==> src/rtl/mei_pkg.sv <==
package mei_pkg;
  typedef enum logic [1:0] {
    LS_INV = 2'b00,
    LS_EXC = 2'b01,
    LS_MOD = 2'b11
  } line_st_e;

  typedef enum logic [1:0] {
    TT_NONE  = 2'b00,
    TT_READ  = 2'b01,
    TT_RWITM = 2'b10,
    TT_WRITE = 2'b11
  } ttype_e;
endpackage

==> src/rtl/mei_tag_store.sv <==
module mei_tag_store import mei_pkg::*; #(
  parameter int IDX_W = 4,
  parameter int TAG_W = 8
) (
  input  logic             clk,
  input  logic             rst,
  input  logic [IDX_W-1:0] s_idx,
  output line_st_e         s_st,
  output logic [TAG_W-1:0] s_tag,
  input  logic             s_we,
  input  line_st_e         s_wst,
  input  logic [IDX_W-1:0] l_idx,
  output line_st_e         l_st,
  output logic [TAG_W-1:0] l_tag,
  input  logic             l_we,
  input  line_st_e         l_wst,
  input  logic [TAG_W-1:0] l_wtag
);
  localparam int LINES = 1 << IDX_W;

  line_st_e         st_q  [LINES];
  logic [TAG_W-1:0] tag_q [LINES];

  assign s_st  = st_q[s_idx];
  assign s_tag = tag_q[s_idx];
  assign l_st  = st_q[l_idx];
  assign l_tag = tag_q[l_idx];

  // state: local write is issued last so it wins on a shared index
  always_ff @(posedge clk) begin
    if (rst) begin
      for (int i = 0; i < LINES; i++) st_q[i] <= LS_INV;
    end else begin
      if (s_we) st_q[s_idx] <= s_wst;
      if (l_we) st_q[l_idx] <= l_wst;
    end
  end

  // tags need no reset: an Invalid state masks them
  always_ff @(posedge clk) begin
    if (l_we) tag_q[l_idx] <= l_wtag;
  end
endmodule

==> src/rtl/mei_snoop_eval.sv <==
module mei_snoop_eval import mei_pkg::*; #(
  parameter int TAG_W = 8
) (
  input  logic             valid,
  input  logic             is_read,
  input  logic             burst,
  input  logic             inhibit,
  input  logic [TAG_W-1:0] tag_in,
  input  line_st_e         cur_st,
  input  logic [TAG_W-1:0] cur_tag,
  output logic             we,
  output line_st_e         new_st,
  output logic             push,
  output logic             inval
);
  logic hit, as_inhibited;

  assign hit          = valid && (cur_st != LS_INV) && (cur_tag == tag_in);
  assign as_inhibited = is_read && (inhibit || !burst);

  always_comb begin
    new_st = cur_st;
    push   = 1'b0;
    if (hit) begin
      push   = (cur_st == LS_MOD);
      new_st = as_inhibited ? LS_EXC : LS_INV;
    end
    we    = hit && (new_st != cur_st);
    inval = hit && (new_st == LS_INV);
  end
endmodule

==> src/rtl/mei_local_eval.sv <==
module mei_local_eval import mei_pkg::*; #(
  parameter int TAG_W = 8
) (
  input  logic             valid,
  input  logic             write,
  input  logic             inhibit,
  input  logic             wthru,
  input  logic [TAG_W-1:0] tag_in,
  input  line_st_e         cur_st,
  input  logic [TAG_W-1:0] cur_tag,
  output logic             bus_v,
  output ttype_e           ttype,
  output logic             burst,
  output logic             we,
  output line_st_e         new_st,
  output logic             castout,
  output logic             hit
);
  assign hit = (cur_st != LS_INV) && (cur_tag == tag_in);

  always_comb begin
    bus_v   = 1'b0;
    ttype   = TT_NONE;
    burst   = 1'b0;
    we      = 1'b0;
    new_st  = cur_st;
    castout = 1'b0;
    if (valid) begin
      if (inhibit) begin
        bus_v = 1'b1;
        ttype = write ? TT_WRITE : TT_READ;
      end else if (write && wthru) begin
        bus_v = 1'b1;
        ttype = TT_WRITE;
      end else if (hit) begin
        if (write) begin
          we     = (cur_st != LS_MOD);
          new_st = LS_MOD;
        end
      end else begin
        bus_v   = 1'b1;
        ttype   = TT_RWITM;
        burst   = 1'b1;
        we      = 1'b1;
        new_st  = write ? LS_MOD : LS_EXC;
        castout = (cur_st == LS_MOD);
      end
    end
  end
endmodule

==> src/rtl/mei_line_ctrl.sv <==
module mei_line_ctrl import mei_pkg::*; #(
  parameter int IDX_W = 4,
  parameter int TAG_W = 8,
  localparam int LINE_W = IDX_W + TAG_W
) (
  input  logic              clk,
  input  logic              rst,
  input  logic              loc_valid,
  input  logic              loc_write,
  input  logic              loc_inhibit,
  input  logic              loc_wthru,
  input  logic [LINE_W-1:0] loc_addr,
  input  logic              snp_valid,
  input  logic              snp_read,
  input  logic              snp_burst,
  input  logic              snp_inhibit,
  input  logic [LINE_W-1:0] snp_addr,
  output logic              bus_req_valid,
  output logic [1:0]        bus_ttype,
  output logic              bus_burst,
  output logic [LINE_W-1:0] bus_addr,
  output logic              castout_valid,
  output logic [LINE_W-1:0] castout_addr,
  output logic              snp_push_valid,
  output logic [LINE_W-1:0] snp_push_addr,
  output logic              snp_inval,
  output logic              loc_done,
  output logic              loc_hit,
  output logic [1:0]        loc_state
);
  logic [IDX_W-1:0] s_idx, l_idx;
  logic [TAG_W-1:0] s_tag_in, l_tag_in;
  assign s_idx    = snp_addr[IDX_W-1:0];
  assign s_tag_in = snp_addr[LINE_W-1:IDX_W];
  assign l_idx    = loc_addr[IDX_W-1:0];
  assign l_tag_in = loc_addr[LINE_W-1:IDX_W];

  line_st_e         s_st, l_st_raw, l_st_post, s_new, l_new;
  logic [TAG_W-1:0] s_tag, l_tag;
  logic             s_we, s_push, s_inv;
  logic             l_we, l_bus, l_burst, l_cast, l_hit;
  ttype_e           l_tt;

  mei_tag_store #(.IDX_W(IDX_W), .TAG_W(TAG_W)) u_store (
    .clk(clk), .rst(rst),
    .s_idx(s_idx), .s_st(s_st), .s_tag(s_tag), .s_we(s_we), .s_wst(s_new),
    .l_idx(l_idx), .l_st(l_st_raw), .l_tag(l_tag), .l_we(l_we), .l_wst(l_new),
    .l_wtag(l_tag_in)
  );

  mei_snoop_eval #(.TAG_W(TAG_W)) u_snoop (
    .valid(snp_valid), .is_read(snp_read), .burst(snp_burst),
    .inhibit(snp_inhibit), .tag_in(s_tag_in), .cur_st(s_st), .cur_tag(s_tag),
    .we(s_we), .new_st(s_new), .push(s_push), .inval(s_inv)
  );

  // snoop goes first: the local side sees the post-snoop line state
  assign l_st_post = (s_we && (s_idx == l_idx)) ? s_new : l_st_raw;

  mei_local_eval #(.TAG_W(TAG_W)) u_local (
    .valid(loc_valid), .write(loc_write), .inhibit(loc_inhibit),
    .wthru(loc_wthru), .tag_in(l_tag_in), .cur_st(l_st_post), .cur_tag(l_tag),
    .bus_v(l_bus), .ttype(l_tt), .burst(l_burst), .we(l_we), .new_st(l_new),
    .castout(l_cast), .hit(l_hit)
  );

  always_ff @(posedge clk) begin
    if (rst) begin
      bus_req_valid  <= 1'b0;
      bus_ttype      <= TT_NONE;
      bus_burst      <= 1'b0;
      bus_addr       <= '0;
      castout_valid  <= 1'b0;
      castout_addr   <= '0;
      snp_push_valid <= 1'b0;
      snp_push_addr  <= '0;
      snp_inval      <= 1'b0;
      loc_done       <= 1'b0;
      loc_hit        <= 1'b0;
      loc_state      <= LS_INV;
    end else begin
      bus_req_valid  <= l_bus;
      bus_ttype      <= l_tt;
      bus_burst      <= l_burst;
      bus_addr       <= loc_addr;
      castout_valid  <= l_cast;
      castout_addr   <= {l_tag, l_idx};
      snp_push_valid <= s_push;
      snp_push_addr  <= snp_addr;
      snp_inval      <= s_inv;
      loc_done       <= loc_valid;
      loc_hit        <= loc_valid && l_hit;
      loc_state      <= l_new;
    end
  end


  rwitm_is_burst_chk: assert property (@(posedge clk) disable iff (rst)
    (bus_req_valid && bus_ttype == TT_RWITM) |-> bus_burst);


  inhibit_no_fill_chk: assert property (@(posedge clk) disable iff (rst)
    (loc_valid && loc_inhibit) |=> (bus_req_valid && !bus_burst && !castout_valid));


  castout_with_fill_chk: assert property (@(posedge clk) disable iff (rst)
    castout_valid |-> (bus_req_valid && bus_ttype == TT_RWITM));


  push_needs_snoop_chk: assert property (@(posedge clk) disable iff (rst)
    snp_push_valid |-> $past(snp_valid));


  single_beat_keeps_chk: assert property (@(posedge clk) disable iff (rst)
    (snp_valid && snp_read && !snp_burst) |=> !snp_inval);


  done_follows_req_chk: assert property (@(posedge clk) disable iff (rst)
    loc_done |-> $past(loc_valid));
endmodule

==> config.mk <==
export PLATFORM = sky130hd
export DESIGN_NAME = mei_line_ctrl
export DESIGN_NICKNAME = d
export VERILOG_FILES = /design/src/rtl/mei_pkg.sv /design/src/rtl/mei_tag_store.sv /design/src/rtl/mei_snoop_eval.sv /design/src/rtl/mei_local_eval.sv /design/src/rtl/mei_line_ctrl.sv
export SDC_FILE = /design/constraint.sdc
export NUM_CORES = 1
export LEC_CHECK = 0
export BUFFER_PORTS_ARGS = -buffer_cell sky130_fd_sc_hd__buf_4
export CAP_MARGIN = 25
export CORE_MARGIN = 5
export CORE_UTILIZATION = 50
export CTS_CLUSTER_SIZE = 28
export DETAILED_ROUTE_END_ITERATION = 12
export PLACE_DENSITY = 0.69
export SYNTH_ARGS = -nofsm -noshare
export SYNTH_HDL_FRONTEND = slang
export SYNTH_HIERARCHICAL = 1
export SYNTH_SLANG_ARGS = --single-unit
export TNS_END_PERCENT = 50
==> constraint.sdc <==
create_clock -name clk -period 5.3 [get_ports clk]
set_input_delay 0 -clock clk [delete_from_list [all_inputs] [get_ports clk]]
set_output_delay 0 -clock clk [all_outputs]
set_load 0.03 [all_outputs]
==> results.toml, run 1 <==
[status]
status = "finished, final reports clean"

[sta]
fmaxAchievable_mhz = 198
setup_viol = 0
final.min_clock_period_ns = 5.06
tns_ns = 0
skew_ns = 0.00889
hold_viol = 0
worst_pin_slew_ns = 0.920
slew_headroom_pct = 38.7
period_share_pct = 95.5
rsz0062_at_grt = "false"
maxSlewViolCount = 0
timing.hold.ws_ns = 0.0143

[clock_network]
numCtsBuffers = 21
cts_setup_buffers = 0
cts_sinks = 203
htreeDepth = 1
cts_tree = "yes"
cts-resized-gates = 0
cts_buffer_depth = 3
clkTransAtPathRegs_ns = 0.06
clock_latency_ns = 0.50
cts_root_buf = "clkbuf_16"

[drt]
drt-total-wl_mm = 23.5
viasPerCell = 6.14
vias = 6249
drt_iter0_drc = 545
top_layer = "met4"
wl_met2_mm = 11.6
wl_per_cell_um = 23.2
wl_met1_mm = 9.67
firstDrtPassIters = 5
ant_nets = 0
route.detailed.drc = 0
met3_length_mm = 1.78

[yosys]
synthTopCellsByArea = "edfxtp_1, mux4_2, dfxtp_1, a22oi_1, nor2b_1"
synth_simple_gate_area_share_pct = 8.64
syn_inst = 635
synth_warnings = 6
synth-edff-count = 160
seq_area_frac_synth_pct = 58.4
synth_top_family_by_area = "multiplexers"
synth_top_area_share_pct = 49.5
ys_ff_latch = 203
synthAdderAreaFrac_pct = 0
synth_area_per_cell_um2 = 15.3
synth.net_count = 669
synth_area_leader_cell = "edfxtp_1"
synth_mux_area_share_pct = 19.0
syn_area_mm2 = 0.00970
synth_xor_xnor_area_share_pct = 1.97
synth_async_sr_flop_share_pct = 0
ys.flop_type = "edfxtp_1"
yosysUniqueCellTypes = 51
synth_compound_area_share_pct = 9.31

[global_route]
grt_usage_pct = 21.3
grt_pass1_wl_mm = 36.5
first_global_vias = 6530
grt_max_degree = 67
antenna_found_initial = 0
overflow = 0

[finish]
drive_above_1_share_pct = 31.4
final_common_cell = "edfxtp_1"
mostFrequentLayoutCells = "edfxtp_1, buf_4, mux4_2"
syn_to_final_growth_pct = 19.2
fin_nets = 771
antennaDiodeCount = 0

[critical_path]
crit_path_max_fanout = 8
cp_data_arrival_time_ns = 5.32
critPathKind = "reg2reg"
end_kind = "register"
worstPathRequired_ns = 5.56
start_kind = "register"

[run]
cap_violations = 0

[placed_design]
hpwl_mm = 16.4
globalplace.congestion = 0.867
io_buffers = 80

[die]
initial_core_util_pct = 50.4
die_x_um = 149
core_area_mm2 = 0.0193
num_io_pins = 81
rows = 51
die-area_mm2 = 0.0223
die_h_um = 149

[power]
irDropWorstVdd_mv = 0.178
power.leakage_uw = 0.00407
finalPower_uw = 3690
p_per_area_mw_per_mm2 = 319

[worst_hold_path]
hold_path.class = "in2reg"
metal layers:
metal | vias up | track usage (%)
met1 | 3140 | 29.0
li1 | 2737 | -
met2 | 323 | 35.7
met3 | 49 | 3.28
met4 | 0 | 6.32
met5 | - | 0
path summary, 6_finish.rpt:
kind,cells after the start,slack (ns),start,end
setup / recovery,16,0.24,u_store/tag_q[3][7],u_store/st_q[0][0]
hold / removal,2,0.01,rst,bus_addr[3]
setup reg to reg,16,0.24,u_store/tag_q[3][7],u_store/st_q[0][0]
hold reg to reg,4,0.90,u_store/tag_q[12][0],castout_addr[4]
power breakdown:
part	total (uW)	leakage (uW)	switching, uW	internal (uW)
clock network	1500	0.000368	595	909
registers	1770	0.00184	15.6	1750
logic	418	0.00186	243	176
total	3690	0.00407	853	2840
critical path, cell delays in order, from the launching register on:
cell and delay (ns):
edfxtp_1 0.38, mux4_2 0.48, a22oi_1 0.27, nand2_1 0.11
xor2_1 0.16, nor4_2 0.30, nand4_2 0.24, a21oi_1 0.25
nand2_1 0.10, nor4_2 0.28, mux2_1 0.42, nor2_1 0.18
o21ai_0 0.09, a21oi_1 0.41, or4b_1 0.64, o21a_1 0.25
a32o_1 0.26
flip-flops by register name, summed over array words and instances, names as in the netlist:
register        cells
u_store/tag_q     128
loc_done            1
loc_state           2
snp_inval           1
snp_push_valid      1
snp_push_addr      12
loc_hit             1
u_store/st_q       32
bus_addr           12
castout_valid       1
bus_burst           1
bus_req_valid       1
castout_addr        8
bus_ttype           2
synthesized netlist by cell type, types with 2 or more instances:
library cell and number:
buf_1 6, a22oi_1 40, nand2_1 32, buf_4 9, a211o_1 16, nor2b_1 47
and2_1 4, or2_2 2, nand4_1 2, o2bb2ai_1 26, nand3b_1 2, nor2_1 40
dfxtp_1 43, a32o_1 6, xor2_1 9, inv_1 5, nand2b_1 3, nor4bb_1 2
xnor2_1 11, nor4_2 2, mux2_1 2, buf_2 5, mux4_2 80, edfxtp_1 160
a21oi_1 4, o21ai_0 16, o21a_1 3, clkbuf_1 32, a21o_1 2, nor3_2 2
nand4bb_1 2
cells by family (layout without fill, tap and decap cells):
kind of cell	Yosys count	count (layout)
muxes	83	83
DFF	203	203
buffers and inverters	58	175
AOI/OAI and AO/OA	118	118
and+or+nand+nor	152	152
xor gates and xnor gates	21	21
area by class of cell:
class,count,area [um2]
well taps,265,332
clock buffers,32,696
inverters,5,18.8
fillers,1443,7700
clock inverters,6,33.8
flip-flops and latches,203,5670
repair buffers,132,1050
multi-input cells,374,3770
what timing repair did:
item                                   4_1_cts  5_1_grt
setup endpoints to repair                    0        0
endpoints found under the hold margin      155        0
hold buffers                                25        0
through the flow:
step | setup slack [ns] | util, % | cells | area (um2)
CTS | 0.324 | 60.0 | 1017 | 11600
floorplan | 0.510 | - | 635 | 9700
detailed placement | 0.0463 | 54.9 | 954 | 10600
global placement | 0.307 | 54.9 | 953 | 10600
finish | 0.241 | 60.0 | 1017 | 11600
global route | 0.0145 | 60.0 | 1017 | 11600
(Power assumes the default switching activity.)
==> inputs of run 2 (changes only) <==
--- a/config.mk
+++ b/config.mk
@@ -10,5 +10,5 @@
 export CORE_MARGIN = 5
 export CORE_UTILIZATION = 50
-export CTS_CLUSTER_SIZE = 28
+export CTS_CLUSTER_SIZE = 40
 export DETAILED_ROUTE_END_ITERATION = 12
 export PLACE_DENSITY = 0.69
==> constraint.sdc (replaced) <==
create_clock -name clk -period 6 [get_ports clk]
set_input_delay 0 -clock clk [delete_from_list [all_inputs] [get_ports clk]]
set_output_delay 0 -clock clk [all_outputs]
set_load 0.005 [all_outputs]
==> run 2 against run 1 <==
  * Clock skew grew 0.0025 ns
  * Register-to-register slack gained 0.79 ns
  * Setup slack gained 0.75 ns
==> results.toml, run 2 (synthesized netlist as in run 1, its figures left out) <==
[clock_network]
clock_latency_ns = 0.50
clkTransAtPathRegs_ns = 0.06
cts-resized-gates = 0
cts_tree = "yes"
holdBufCountCts = 26
cts_sinks = 203
cts_root_buf = "clkbuf_16"
cts_setup_buffers = 0
htreeDepth = 1
cts_buffer_depth = 3
numCtsBuffers = 21

[global_route]
grt_pass1_wl_mm = 37.4
overflow = 0
first_global_vias = 6483
grt_max_degree = 67
grt_usage_pct = 21.9
antenna_found_initial = 0

[placed_design]
post_dp_cell_area_mm2 = 0.0106
dp_worst_setup_slack_ns = 0.605
io_buffers = 80
globalplace.congestion = 0.890
hpwl_mm = 16.3

[die]
die_h_um = 149
die-area_mm2 = 0.0223
rows = 51
num_io_pins = 81
initial_core_util_pct = 50.4
die_x_um = 149
core_area_mm2 = 0.0193

[power]
power.leakage_uw = 0.00404
irDropWorstVdd_mv = 0.119
p_per_area_mw_per_mm2 = 278

[finish]
syn_to_final_growth_pct = 18.7
largest_reg_flops = 128
final_common_cell = "edfxtp_1"
antennaDiodeCount = 0
mostFrequentLayoutCells = "edfxtp_1, buf_4, mux4_2"
fin_util_pct = 59.8
fin_nets = 767
top_regs = "u_store/tag_q (128), u_store/st_q (32)"
regMostFlops = "u_store/tag_q"
fin_area_mm2 = 0.0115
drive_above_1_share_pct = 30.9

[drt]
firstDrtPassIters = 7
viasPerCell = 6.27
ant_nets = 0
drt-total-wl_mm = 24.3
drt_iter0_drc = 744
route.detailed.drc = 0
wl_per_cell_um = 24.0
vias = 6356

[critical_path]
start_kind = "input pin"
cp_data_arrival_time_ns = 5.26
worstPathRequired_ns = 6.25
crit_path_max_fanout = 10
critPathKind = "in2reg"
end_kind = "register"

[sta]
tns_ns = 0
skew_ns = 0.0113
fmaxAchievable_mhz = 200
slew_headroom_pct = 35.1
setup_viol = 0
period_share_pct = 83.5
worst_pin_slew_ns = 0.972
fin_ws_ns = 0.992
rsz0062_at_grt = "false"
hold_viol = 0
maxSlewViolCount = 0
final.min_clock_period_ns = 5.01

[status]
status = "finished, final reports clean"

[worst_hold_path]
hold_path.class = "in2reg"

[run]
cap_violations = 0
-- run 2: area by class of cell --
cell class,instances,area [um2]
clock inverter,13,123
inverter,5,18.8
tap,265,332
fill,1487,7750
multi-input combinational,374,3770
sequential,203,5670
clock buffer,25,582
timing repair buffer,128,1020
-- run 2: final timing paths --
check | startpoint | endpoint | slack (ns) | cells past startpoint
setup / recovery | snp_addr[3] | u_store/st_q[0][1] | 0.99 | 19
hold / removal | rst | bus_addr[1] | 0.03 | 2
setup reg to reg | u_store/tag_q[3][7] | u_store/st_q[0][1] | 1.03 | 17
hold reg to reg | u_store/tag_q[12][1] | castout_addr[5] | 0.87 | 4
-- run 2: layer usage --
| layer | up-vias | GRT usage (%) | part of all wire [%] |
|---|---|---|---|
| met3 | 47 | 2.89 | 8.8 |
| met2 | 368 | 36.8 | 49 |
| met4 | 0 | 5.77 | 2.3 |
| li1 | 2733 | - | - |
| met5 | - | 0 | 0 |
| met1 | 3208 | 30.4 | 40 |
-- run 2: through the flow --
stage,instances,hold WS [ns],total power [uW]
global placement,948,0.245,1910
global route,1013,0.0568,3320
detailed placement,949,0.256,1910
finish,1013,0.0254,3200
floorplan,635,0.0716,1790
CTS,1013,0.0239,3220
-- run 2: power breakdown --
part / switching [uW] / total (uW) / internal (uW)
logic: 186 / 339 / 153
clock network: 524 / 1300 / 781
registers: 13.3 / 1560 / 1550
total: 723 / 3200 / 2480
-- run 2: critical path, cell delays in order --
cell and delay [ns]:
dlygate4sd3_1 0.52, buf_4 0.17, nor2b_1 0.78, a22oi_1 0.21
nand2_1 0.18, o21ai_0 0.17, nor4_2 0.20, nand4_2 0.22
a21oi_1 0.34, nand2_1 0.11, nor4_2 0.24, mux2_1 0.41
nor2_1 0.18, o21ai_0 0.10, a21oi_1 0.15, buf_4 0.18
or4b_1 0.57, o21a_1 0.24, a32o_1 0.27
==> inputs of run 3 (changes only) <==
ABC_AREA = 1   (was default)
PLACE_DENSITY = 0.68   (was 0.69)
clock period = 5.1 ns   (was 6 ns; I/O delays follow)
==> run 3 against run 2 <==
  * Flip-flop and latch count did not move
  * Routed wire length increased by 45%
  * Largest cell class unchanged
  * Critical endpoint is now u_store/tag_q[7][4]
  * Non-clock buffer count is 5 higher
  * First-iteration DRC count increased by 60%
  * Sequential power up 18%
  * Sequential share of layout area fell by 6.1 points
  * Via count rose by 65%
  * Register-to-register slack gained 0.12 ns
  * Utilization decreased by 1.3 points
  * Total power rose by 23%
  * Hold slack gained 0.036 ns
  * Largest power group unchanged
==> results.toml, run 3 <==
[status]
status = "finished, final reports clean"

[yosys]
yosysUniqueCellTypes = 26
synth_area_per_cell_um2 = 7.06
synth-edff-count = 160
synth_area_leader_cell = "edfxtp_1"
synth_mux_area_share_pct = 0
syn_area_mm2 = 0.0114
seq_area_frac_synth_pct = 49.9
ys.flop_type = "edfxtp_1"
synth_compound_area_share_pct = 2.57
synth_top_family_by_area = "simple AND/OR/NAND/NOR gates"
synth_xor_xnor_area_share_pct = 0.463
synthTopCellsByArea = "edfxtp_1, nand2_1, dfxtp_1, inv_1, nor2_1"
synth_warnings = 6
synth_most_common_cell = "nand2_1"
synth_async_sr_flop_share_pct = 0
ys_ff_latch = 203
synthAdderAreaFrac_pct = 0
synth_simple_gate_area_share_pct = 39.2
syn_inst = 1609
synth_common_cells = "nand2_1, edfxtp_1, inv_1"
synth.net_count = 1643
synth_top_area_share_pct = 42.3

[die]
die_h_um = 161
initial_core_util_pct = 50.5
core_area_mm2 = 0.0225
die-area_mm2 = 0.0258
rows = 55
num_io_pins = 81
die_x_um = 161

[power]
p_int_uw = 2910
power.leakage_uw = 0.00649
seq_power_share_pct = 46.6
pwr-share-clk_pct = 39.6
switching_share_pct = 26.1
power.switching_uw = 1030
irDropWorstVdd_mv = 0.313
comb_power_share_pct = 13.8
p_per_area_mw_per_mm2 = 299

[finish]
fillers = 2032
fin_nets = 1726
top_regs = "u_store/tag_q (128), u_store/st_q (32)"
drive_above_1_share_pct = 9.44
syn_to_final_growth_pct = 15.9
layout.cells.non_filler = 1991
largest_reg_flops = 128
regMostFlops = "u_store/tag_q"
final_common_cell = "nand2_1"
mostFrequentLayoutCells = "nand2_1, edfxtp_1, inv_1"
antennaDiodeCount = 0

[critical_path]
worstPathRequired_ns = 5.23
cp_data_arrival_time_ns = 4.45
start_kind = "input pin"
reg2reg_slack_ns = 1.15
crit_path_max_fanout = 10
critPathKind = "in2reg"
end_kind = "register"

[clock_network]
numCtsBuffers = 22
cts_setup_buffers = 0
htreeDepth = 1
cts_root_buf = "clkbuf_16"
clock_latency_ns = 0.51
clkTransAtPathRegs_ns = 0.06
cts_buffer_depth = 3
cts_tree = "yes"
cts_sinks = 203

[sta]
rsz0062_at_grt = "false"
hold_viol = 0
skew_ns = 0.0101
period_share_pct = 84.7
tns_ns = 0
slew_headroom_pct = 35.6
final.min_clock_period_ns = 4.32
fin_ws_ns = 0.783
fmaxAchievable_mhz = 232
setup_viol = 0
timing.hold.ws_ns = 0.0610
worst_pin_slew_ns = 0.962
maxSlewViolCount = 0

[drt]
viasPerCell = 5.26
route.detailed.drc = 0
firstDrtPassIters = 5
drt_iter0_drc = 1188
ant_nets = 0
wl_per_cell_um = 17.7
vias = 10500
drt-total-wl_mm = 35.2

[global_route]
antenna_found_initial = 0
grt_usage_pct = 26.7
overflow = 0
grt_pass1_wl_mm = 54.7
grt_max_degree = 83
first_global_vias = 10100

[placed_design]
globalplace.congestion = 0.931
dp_worst_setup_slack_ns = 0.727
dp_cells = 1916
hpwl_mm = 23.1
io_buffers = 80

[run]
cap_violations = 0

[worst_hold_path]
hold_path.class = "in2reg"
## run 3: cell count changes in the layout (fill, tap and decap cells not counted), moves of 16 or more
cell / change
a211o_1: -16
o21ai_0: +17
a22oi_1: -39
inv_1: +123
mux4_2: -80
nand2_1: +924
nor2b_1: -47
o2bb2ai_1: -26
nand3_1: +48
nor2_1: +57
## run 3: area by class of cell
cell class                 count  area (um2)  area share [%]
clock buffer                  29         598            4.55
sequential                   203        5670            43.1
multi-input combinational   1189        4790            36.4
tap                          285         357            2.71
timing repair buffer         133        1120            8.48
clock inverter                 9        92.6           0.704
inverter                     143         538            4.09
## run 3: path summary, 6_finish.rpt
path | start | end | cells past startpoint
max | snp_addr[2] | u_store/tag_q[7][4] | 26
min | loc_addr[1] | bus_addr[1] | 3
max reg2reg | u_store/tag_q[5][0] | u_store/tag_q[7][4] | 25
min reg2reg | u_store/tag_q[14][2] | castout_addr[6] | 10
## run 3: through the flow
step / utilization, % / cell area, um2 / total power (uW)
6_report: 58.5 / 13200 / 3940
5_1_grt: 58.5 / 13200 / 4100
4_1_cts: 58.5 / 13200 / 3950
3_5_place_dp: 53.8 / 12100 / 2380
3_3_place_gp: 53.8 / 12100 / 2380
2_1_floorplan: - / 11400 / 2180
## run 3: power by group through the flow
stage | clock, uW | combinational, uW | sequential (uW)
floorplan | 0 | 313 | 1870
global placement | 0 | 509 | 1870
detailed placement | 0 | 512 | 1870
CTS | 1580 | 536 | 1840
global route | 1660 | 597 | 1840
finish | 1560 | 543 | 1840
## run 3: critical path, stage by stage
cell and delay [ns]:
dlygate4sd3_1 0.54, buf_4 0.15, inv_1 0.05, nand2_1 0.27
clkinv_1 0.41, nand2_1 0.22, nand2_1 0.12, inv_1 0.08
nand2_1 0.09, inv_1 0.06, nand2_1 0.05, nand2_1 0.09
nand4_1 0.15, nor3_1 0.35, nand2_2 0.11, nor2_4 0.14
nand3_2 0.08, nand2_1 0.06, nand2_1 0.06, inv_1 0.08
nand2_1 0.07, nand3_2 0.10, nand2_2 0.08, nand2_1 0.20
nand2_1 0.17, nor2_1 0.67
## run 3: routing by layer
metal | global-route usage (%) | vias to the layer above | share of wire, %
met4 | 7.75 | 0 | 2.6
met5 | 0 | - | 0
met1 | 35.8 | 4836 | 40
met2 | 45.0 | 470 | 48
li1 | - | 5100 | -
met3 | 4.21 | 66 | 8.7
## run 3: cells by family (layout without fill, tap and decap cells)
group | Yosys count | after routing
and+or+nand+nor | 1134 | 1134
DFF | 203 | 203
AOI/OAI and AO/OA | 49 | 49
buffers and inverters | 217 | 314
xor gates and xnor gates | 6 | 6
## run 3: repair_timing
item	in CTS	in global routing
resized for setup	0	0
endpoints found under the hold margin	171	0
hold buffers	37	0
